## config.mk

```make
export PLATFORM = sky130hd
export DESIGN_NAME = ext_irq_channel
export DESIGN_NICKNAME = d
export VERILOG_FILES = /design/src/rtl/ext_irq_pkg.sv /design/src/rtl/irq_pin_sync.sv /design/src/rtl/irq_trigger.sv /design/src/rtl/irq_ctrl_regs.sv /design/src/rtl/ext_irq_channel.sv
export SDC_FILE = /design/constraint.sdc
export NUM_CORES = 1
export LEC_CHECK = 0
export BUFFER_PORTS_ARGS = -buffer_cell sky130_fd_sc_hd__buf_4
export CORE_UTILIZATION = 29
export DETAILED_ROUTE_END_ITERATION = 8
export PLACE_DENSITY = 0.72
export REMOVE_ABC_BUFFERS = 1
export SKIP_CTS_REPAIR_TIMING = 1
export SLEW_MARGIN = 20
export SYNTH_ARGS = -nofsm -noshare
export SYNTH_HDL_FRONTEND = slang
export SYNTH_SLANG_ARGS = --single-unit
```

## constraint.sdc

```tcl
create_clock -name clk -period 0.8 [get_ports clk]
set_clock_uncertainty 0.2 [all_clocks]
set_input_delay 0.2 -clock clk [delete_from_list [all_inputs] [get_ports clk]]
set_output_delay 0.2 -clock clk [all_outputs]
set_load 0.02 [all_outputs]
```

## src/rtl/ext_irq_pkg.sv

```systemverilog
`timescale 1ns/1ps
package ext_irq_pkg;

    // Control register bit positions
    localparam int ACK_BIT  = 0;
    localparam int MODE_BIT = 1;
    localparam int MASK_BIT = 2;
    localparam int CTRL_MSB = MASK_BIT;

    typedef enum logic {
        TRIG_EDGE       = 1'b0,
        TRIG_EDGE_LEVEL = 1'b1
    } trig_mode_e;

    typedef struct packed {
        logic       mask;
        trig_mode_e mode;
    } chan_ctrl_t;

    typedef struct packed {
        logic set_req;
        logic clr_req;
    } latch_cmd_t;

    // Set condition from current and previous synchronized samples
    function automatic logic trig_hit(logic prev_s, logic cur_s, trig_mode_e mode);
        logic fell;
        logic held_low;
        fell     = prev_s & ~cur_s;
        held_low = (mode == TRIG_EDGE_LEVEL) & ~cur_s;
        return fell | held_low;
    endfunction

endpackage

```

## src/rtl/irq_pin_sync.sv

```systemverilog
`timescale 1ns/1ps
module irq_pin_sync #(
    parameter int STAGES = 2
) (
    input  logic clk,
    input  logic rst,
    input  logic pin_n,
    output logic pin_s
);
    localparam int TOP = STAGES - 1;

    logic [TOP:0] chain;

    generate
        if (STAGES == 1) begin : g_single
            always_ff @(posedge clk) begin
                if (rst) chain <= '1;
                else     chain <= pin_n;
            end
        end else begin : g_multi
            always_ff @(posedge clk) begin
                if (rst) chain <= '1;
                else     chain <= {chain[TOP-1:0], pin_n};
            end
        end
    endgenerate

    assign pin_s = chain[TOP];
endmodule

```

## src/rtl/irq_trigger.sv

```systemverilog
`timescale 1ns/1ps
module irq_trigger
    import ext_irq_pkg::*;
(
    input  logic       clk,
    input  logic       rst,
    input  logic       pin_s,
    input  trig_mode_e mode,
    input  logic       clr,
    output logic       pending
);
    logic       pin_prev;
    latch_cmd_t cmd;

    always_ff @(posedge clk) begin
        if (rst) pin_prev <= 1'b1;
        else     pin_prev <= pin_s;
    end

    always_comb begin
        cmd.set_req = trig_hit(pin_prev, pin_s, mode);
        cmd.clr_req = clr;
    end

    always_ff @(posedge clk) begin
        if (rst)              pending <= 1'b0;
        else if (cmd.clr_req) pending <= 1'b0;
        else if (cmd.set_req) pending <= 1'b1;
    end
endmodule

```

## src/rtl/irq_ctrl_regs.sv

```systemverilog
`timescale 1ns/1ps
module irq_ctrl_regs
    import ext_irq_pkg::*;
#(
    parameter int DATA_W = 8
) (
    input  logic              clk,
    input  logic              rst,
    input  logic              wr_en,
    input  logic [DATA_W-1:0] wdata,
    output chan_ctrl_t        ctrl,
    output logic              ack_pulse,
    output logic [DATA_W-1:0] rdata
);
    logic unused_wbits;
    assign unused_wbits = ^wdata;

    always_ff @(posedge clk) begin
        if (rst) begin
            ctrl.mode <= TRIG_EDGE;
            ctrl.mask <= 1'b0;
        end else if (wr_en) begin
            ctrl.mode <= trig_mode_e'(wdata[MODE_BIT]);
            ctrl.mask <= wdata[MASK_BIT];
        end
    end

    assign ack_pulse = wr_en & wdata[ACK_BIT];

    always_comb begin
        rdata           = '0;
        rdata[MODE_BIT] = ctrl.mode;
        rdata[MASK_BIT] = ctrl.mask;
    end
endmodule

```

## src/rtl/ext_irq_channel.sv

```systemverilog
`timescale 1ns/1ps
module ext_irq_channel
    import ext_irq_pkg::*;
#(
    parameter int                SYNC_STAGES = 2,
    parameter int                DATA_W      = 8,
    parameter int                ADDR_W      = 16,
    parameter logic [ADDR_W-1:0] VEC_BASE    = 16'hFFFA
) (
    input  logic              clk,
    input  logic              rst,
    input  logic              irq_pin_n,
    input  logic              reg_wr,
    input  logic [DATA_W-1:0] reg_wdata,
    output logic [DATA_W-1:0] reg_rdata,
    input  logic              vec_fetch,
    input  logic              vec_lo_sel,
    output logic [ADDR_W-1:0] vec_addr,
    output logic              irq_req
);
    localparam logic [ADDR_W-1:0] LO_STEP = {{(ADDR_W-1){1'b0}}, 1'b1};

    logic       pin_s;
    logic       ack_pulse;
    logic       pending;
    chan_ctrl_t ctrl;

    irq_pin_sync #(.STAGES(SYNC_STAGES)) u_sync (
        .clk   (clk),
        .rst   (rst),
        .pin_n (irq_pin_n),
        .pin_s (pin_s)
    );

    irq_ctrl_regs #(.DATA_W(DATA_W)) u_regs (
        .clk       (clk),
        .rst       (rst),
        .wr_en     (reg_wr),
        .wdata     (reg_wdata),
        .ctrl      (ctrl),
        .ack_pulse (ack_pulse),
        .rdata     (reg_rdata)
    );

    irq_trigger u_trig (
        .clk     (clk),
        .rst     (rst),
        .pin_s   (pin_s),
        .mode    (ctrl.mode),
        .clr     (ack_pulse | vec_fetch),
        .pending (pending)
    );

    assign irq_req  = pending & ~ctrl.mask;
    assign vec_addr = vec_lo_sel ? (VEC_BASE + LO_STEP) : VEC_BASE;
endmodule

```

-- Word level (Yosys, flattened, before mapping)
Cells that the tools add are included.
- add/sub/neg operators: 0
- multiply operators: 0
- div/mod/pow operators: 0
- $lt $le $gt $ge: 0
- eq/ne operators: 0
- shifts and indexed selects: 0
- muxes and demuxes: 1
- bitwise logic cells: 8
- reductions and logical operators: 1
- operators with widths (cell ; count):
    1-bit bitwise AND ; 4
    1-bit NOT ; 2
    1-bit bitwise OR ; 2
    2-bit OR reduction ; 1
    1-bit 2-to-1 mux ; 1
- bits in registers: 6
- bits in latches: 0
- memory bits (writable): 0
- memory bits (read-only): 0
- output and inout port bits: 25
- memories kept: 0

-- Logic depth before layout (Yosys ltp)
Gate-level depths: netlist (run 1).
- depth in word-level cells: 3
- mapped depth: 2
- mapped depth without buffers: 2

-- Cells and area by module
Synthesis (run 1) repeated with hierarchy kept, for this count alone.
- cell total of the unflattened synthesis: 46
- area total of the unflattened synthesis: 401.6 um^2
- by module, submodules not included (module ; instances ; cells an instance ; area each (um^2) ; seq. area each (um^2)):
    ext_irq_channel ; 1 ; 20 ; 140.1 ; 0.0
    irq_ctrl_regs ; 1 ; 16 ; 138.9 ; 40.0
    irq_trigger ; 1 ; 6 ; 70.1 ; 40.0
    irq_pin_sync ; 1 ; 4 ; 52.6 ; 40.0

-- Worst setup path after synthesis (run 1)
Ideal clock, no wire load.
- path type: register to output
- start point: register u_regs.ctrl[1] (netlist name)
- end point: output port irq_req
- arrival time: 674 ps
- required time: 400 ps
- slack: -274 ps
- stages on the path, launching flop included: 2
- buffers on the path: 0
- cell sequence: dfxtp_1 nor2_1
- word-level cells in the longest chain between the ends: 2
- ends and longest elaborated chain (what ; line ; source):
    1-bit NOT ; ext_irq_channel.sv:54 ; assign irq_req = pending & ~ctrl.mask;
    1-bit bitwise AND ; ext_irq_channel.sv:54 ;
    end, declared ; ext_irq_channel.sv:19 ; output logic irq_req
No other way between the ends.

-- Worst setup path after layout (run 1)
- start point: register u_regs.ctrl[1] (netlist name)
- end point: output port irq_req
- word-level cells in the longest chain between the ends: 2
- ends and longest elaborated chain (what ; line):
    1-bit NOT ; ext_irq_channel.sv:54
    1-bit bitwise AND ; ext_irq_channel.sv:54
No other way between the ends.

==> results of run 1 <==
[cell usage after synthesis]
cell type / count / area, um^2
a211o_1: 1 / 8.76
conb_1: 2 / 7.51
or2_2: 3 / 18.8
mux2i_1: 2 / 20.0
buf_4: 23 / 173
inv_1: 1 / 3.75
nor2_1: 3 / 11.3
a21oi_2: 1 / 8.76
o21bai_1: 1 / 7.51
dfxtp_1: 6 / 120
[registers in the layout, indices dropped and copies added, names as in the netlist]
| name | flops |
|---|---|
| u_sync.chain | 2 |
| u_trig.pin_prev | 1 |
| u_regs.ctrl | 2 |
| u_trig.pending | 1 |
[metal layers]
| metal | global-route usage | vias up | share of wire |
|---|---|---|---|
| met2 | 0.0890 | 17 | 0.51 |
| met4 | 0.107 | 0 | 0 |
| met3 | 0.0233 | 0 | 0.11 |
| met5 | 0 | - | 0 |
| li1 | - | 112 | - |
| met1 | 0.0717 | 105 | 0.38 |
[cell type report]
class,instances,area share
inverter,1,0.00855
multi-input combinational,32,0.368
timing repair buffer,13,0.248
sequential,6,0.285
clock buffer,3,0.0513
tap,14,0.0399
[power groups by stage]
stage / combinational, W / clock (W) / sequential, W
6_report: 0.000174 / 0.000263 / 0.000323
5_1_grt: 0.000188 / 0.000301 / 0.000323
4_1_cts: 0.000162 / 0.000282 / 0.000319
3_5_place_dp: 0.000162 / 0 / 0.000324
3_3_place_gp: 0.000160 / 0 / 0.000324
2_1_floorplan: 0.000105 / 0 / 0.000331
[worst max-delay path by stage]
stage	startpoint	end	slack, ns	cells after the start
2_1_floorplan	u_regs.ctrl[1]	irq_req	-0.27	1
3_3_place_gp	u_trig.pending	irq_req	-0.17	3
3_5_place_dp	u_trig.pending	irq_req	-0.18	3
4_1_cts	u_trig.pending	irq_req	-0.46	3
5_1_grt	u_trig.pending	irq_req	-0.43	3
6_report	u_regs.ctrl[1]	irq_req	-0.40	2
[metrics by stage]
stage / total power [W] / setup TNS [ns] / area (um^2) / util
final: 0.000760 / -1.31 / 439 / 0.380
after detailed placement: 0.000486 / -1.01 / 385 / 0.333
after CTS: 0.000763 / -1.41 / 408 / 0.353
after global placement: 0.000484 / -0.911 / 385 / 0.333
after global routing: 0.000812 / -1.56 / 439 / 0.380
after floorplan: 0.000436 / -0.713 / 278 / -
[critical path, cell delays in order, from the launching register on]
cell,delay (ns)
dfxtp_2,0.32
nor2_2,0.11
buf_6,0.12
[cells in the final DEF, fill, tap and decap left out, drive strengths merged]
master,synthesis,routed
conb,2,21
buf,23,13
dfxtp,6,6
clkbuf,0,3
or2,3,3
nor2,3,3
mux2i,2,2
inv,1,1
o21bai,1,1
a211o,1,1
a21oi,1,1
[logic make-up (layout without fill, tap and decap cells)]
family	count (synthesis)	after routing	share of synthesized area
AOI/OAI and AO/OA	3	3	0.0660
and+or+nand+nor	6	6	0.0792
DFF	6	6	0.317
buffers and inverters	24	17	0.465
other	2	21	0.0198
muxes	2	2	0.0528
==> results.toml, run 1 <==
[status]
status = "complete, but fails checks"
violations = "negative hold slack, negative setup slack"

[power]
power_switching_w = 0.000219
power_density_nw_per_um2 = 1730
p_seq_frac = 0.425
power_frac_comb = 0.229
p_int_w = 0.000540
p_leak_nw = 0.232
vdd_ir_drop_max_mv = 0.626
switching_share = 0.289
power_frac_clock = 0.347

[placed_design]
port_buffers = 10
dpl_worst_slack_ns = -0.181
dp_hpwl_um = 393
routabilityCongestion = 0.608
dp.cells = 65

[detailed_routing]
dr_total_vias = 234
route.detailed.drc = 0
wl_um = 461
ant_nets = 0
drtIter0Drc = 2
viasPerCell = 3.39
drtPass1Iterations = 2
wl_per_cell_um = 6.68

[cells_and_area]
nets = 71
seqCellArea_um2 = 125
antenna_cells = 0
final_cells = 69
multi_input_area_um2 = 161
fill_cells = 123
final_layout_size_suffix_gt1_frac = 0.473
syn2layout_area_growth_pct = 15.8

[critical_path]
ff2ff_path_depth = 3
r2r-start = "u_regs.ctrl[0]"
worst-endpoint-arrival_ns = 0.80
critPathLaunchType = "flop"
end_kind = "primary output"
critPathRequiredTime_ns = 0.40
reg2reg_slack_ns = -0.15
r2r-end = "u_trig.pending"
cp_max_fo = 3
worst-setup-path-type = "reg -> out"

[floorplanning]
core_um2 = 1160
die_w_um = 38.2
fp.dieH_um = 38.2
num_io_pins = 39
start_util = 0.328
dieArea_um2 = 1460
rows = 12

[cts]
cts_tree = "built"
numCtsBuffers = 3
clock-sinks = 6
htree_levels = 1
clock-root-buffer = "clkbuf_4"
ctsLongestPathBuffers = 2
insertion_delay_ns = 0.24
path_clk_slew_ns = 0.04

[synthesis]
synthCells = 43
synth_cell_types = 10
syn_avg_cell_area_um2 = 8.82
ys_seq_area_frac = 0.317
ys_seq_elements = 6
yosysWarningCount = 0
syn-cell-area_um2 = 379

[min_path]
holdPathStages = 2
hold_class = "in -> reg"
min_to = "u_sync.chain[0]"
hold_start = "irq_pin_n"

[global_routing]
grt.overflow.total = 0
grt_usage = 0.0696
grt_max_degree = 6
grt_pass1_wl_um = 621
grt_pass1_vias = 189
antenna_found_initial = 0

[sta]
layout_setup_ws_ns = -0.396
whs_ns = -0.0540
min_period_ns = 1.20
finalHoldViolations = 1
finalMaxSlewViolations = 0
fin_crit_sh = 1.49
rsz0062_at_grt = "yes"
setup_viol = 8
fmax_mhz = 836

[run]
drv_cap = 0
No activity file was read; power rests on OpenSTA's default activity.
==> inputs of run 2 (changes only) <==
Settings changed: PLACE_DENSITY 0.72 to 0.71, SETUP_SLACK_MARGIN set to 0.1.
==> run 2 against run 1 <==
Net effect:
- the flow still finishes with violations (negative hold slack, negative setup slack)
- final area grew 1.1%
- critical path depth is the same
- via count shrank 0.85%
- final cell count is the same
- largest power group unchanged
==> results.toml, run 2 (same netlist as run 1, synthesis figures left out) <==
[status]
status = "complete, but fails checks"
violations = "negative hold slack, negative setup slack"

[global_routing]
grt_pass1_wl_um = 772
grt_usage = 0.0864
met3_usage = 0.0581
top_usage_layer = "met2"
antenna_found_initial = 0
grt_pass1_vias = 210
grt.overflow.total = 0
grt_max_degree = 6
grt_use_met2 = 0.114
grt_util_met1 = 0.0887

[min_path]
holdPathStages = 2
hold_class = "in -> reg"

[sta]
min_period_ns = 1.19
whs_ns = -0.0576
finalMaxSlewViolations = 0
fmax_mhz = 837
setup_tns_ns = -1.34
rsz0062_at_grt = "yes"
setup_viol = 8
fin_crit_sh = 1.49
finalHoldViolations = 3
layout_setup_ws_ns = -0.394

[cells_and_area]
multi_input_area_um2 = 166
fill_cells = 133
postLayoutCoreUtil = 0.384
nets = 71
final_cells = 69
layout_common_cells = "conb_1, buf_4, dfxtp_2, clkbuf_4, buf_6"
top_regs = "u_regs.ctrl x2, u_sync.chain x2"
layout_commonest_cell = "conb_1"
syn2layout_area_growth_pct = 17.2
final_layout_size_suffix_gt1_frac = 0.473
seqCellArea_um2 = 125
antenna_cells = 0

[critical_path]
cp_top_family = "flip-flops"
critical_path.slowest_cell = "dfxtp_2"
critPathLaunchType = "flop"
worstPathBufferInverterCount = 1
slowest_delay_ns = 0.33
cp_max_fo = 3
critPathRequiredTime_ns = 0.40
crit_cells = 2
end_kind = "primary output"
ff2ff_path_depth = 3
worst-setup-path-type = "reg -> out"
worst-endpoint-arrival_ns = 0.79
path_cells = "nor2_4 -> buf_6"

[detailed_routing]
wl_per_cell_um = 7.28
viasPerCell = 3.36
dr_total_vias = 232
route.detailed.drc = 0
ant_nets = 0
drtPass1Iterations = 2
drtIter0Drc = 3
wl_um = 502

[power]
switching_share = 0.302
power_density_nw_per_um2 = 1750
p_leak_nw = 0.232
power_frac_clock = 0.358
fin_total_pwr_w = 0.000776
power_frac_comb = 0.225
p_seq_frac = 0.417
p_int_w = 0.000541
power_switching_w = 0.000234
vdd_ir_drop_max_mv = 0.598

[floorplanning]
rows = 12
dieArea_um2 = 1460
num_io_pins = 39
fp.dieH_um = 38.2
start_util = 0.328
die_w_um = 38.2
core_um2 = 1160

[cts]
cts_tree = "built"
numCtsBuffers = 3
insertion_delay_ns = 0.24
htree_levels = 1
clock-root-buffer = "clkbuf_4"
ctsLongestPathBuffers = 2
clock-sinks = 6
path_clk_slew_ns = 0.05

[placed_design]
routabilityCongestion = 0.618
dpl_worst_slack_ns = -0.186
dp.cells = 65
port_buffers = 10
dp_hpwl_um = 392

[run]
drv_cap = 0
==> run 2: cell counts in the layout (fill, tap and decap cells not counted) <==
No cell type changed its count.
==> run 2: cell type report <==
cell class / instances / area share
repair buffers: 13 / 0.245
clock buffers: 3 / 0.0507
inverters: 1 / 0.00845
multi-input cells: 32 / 0.375
well taps: 14 / 0.0394
flip-flops and latches: 6 / 0.282
==> run 2: worst paths after layout <==
path	startpoint	endpoint	slack, ns
worst max-delay path	u_regs.ctrl[1]	irq_req	-0.39
worst min-delay path	irq_pin_n	u_sync.chain[0]	-0.06
worst max register to register	u_regs.ctrl[0]	u_trig.pending	-0.15
worst min register to register	u_sync.chain[0]	u_sync.chain[1]	0.22
==> run 2: per-stage QoR <==
stage | hold WS (ns) | instance area (um^2)
6_report | -0.0576 | 444
5_1_grt | -0.0635 | 444
4_1_cts | -0.0630 | 408
3_5_place_dp | 0.193 | 385
3_3_place_gp | 0.187 | 385
2_1_floorplan | 0.0724 | 278
==> run 2: power by group through the flow <==
stage	combinational, W	sequential, W	clock, W
after global routing	0.000191	0.000324	0.000316
after CTS	0.000162	0.000319	0.000292
final	0.000175	0.000323	0.000278
after global placement	0.000160	0.000324	0
after detailed placement	0.000162	0.000324	0
after floorplan	0.000105	0.000331	0
==> run 2: routing by layer <==
layer | routed length, um | vias to the layer above
met1 | 176 | 100
met2 | 259 | 20
met3 | 67 | 0
met4 | 0 | 0
met5 | 0 | -
li1 | - | 112
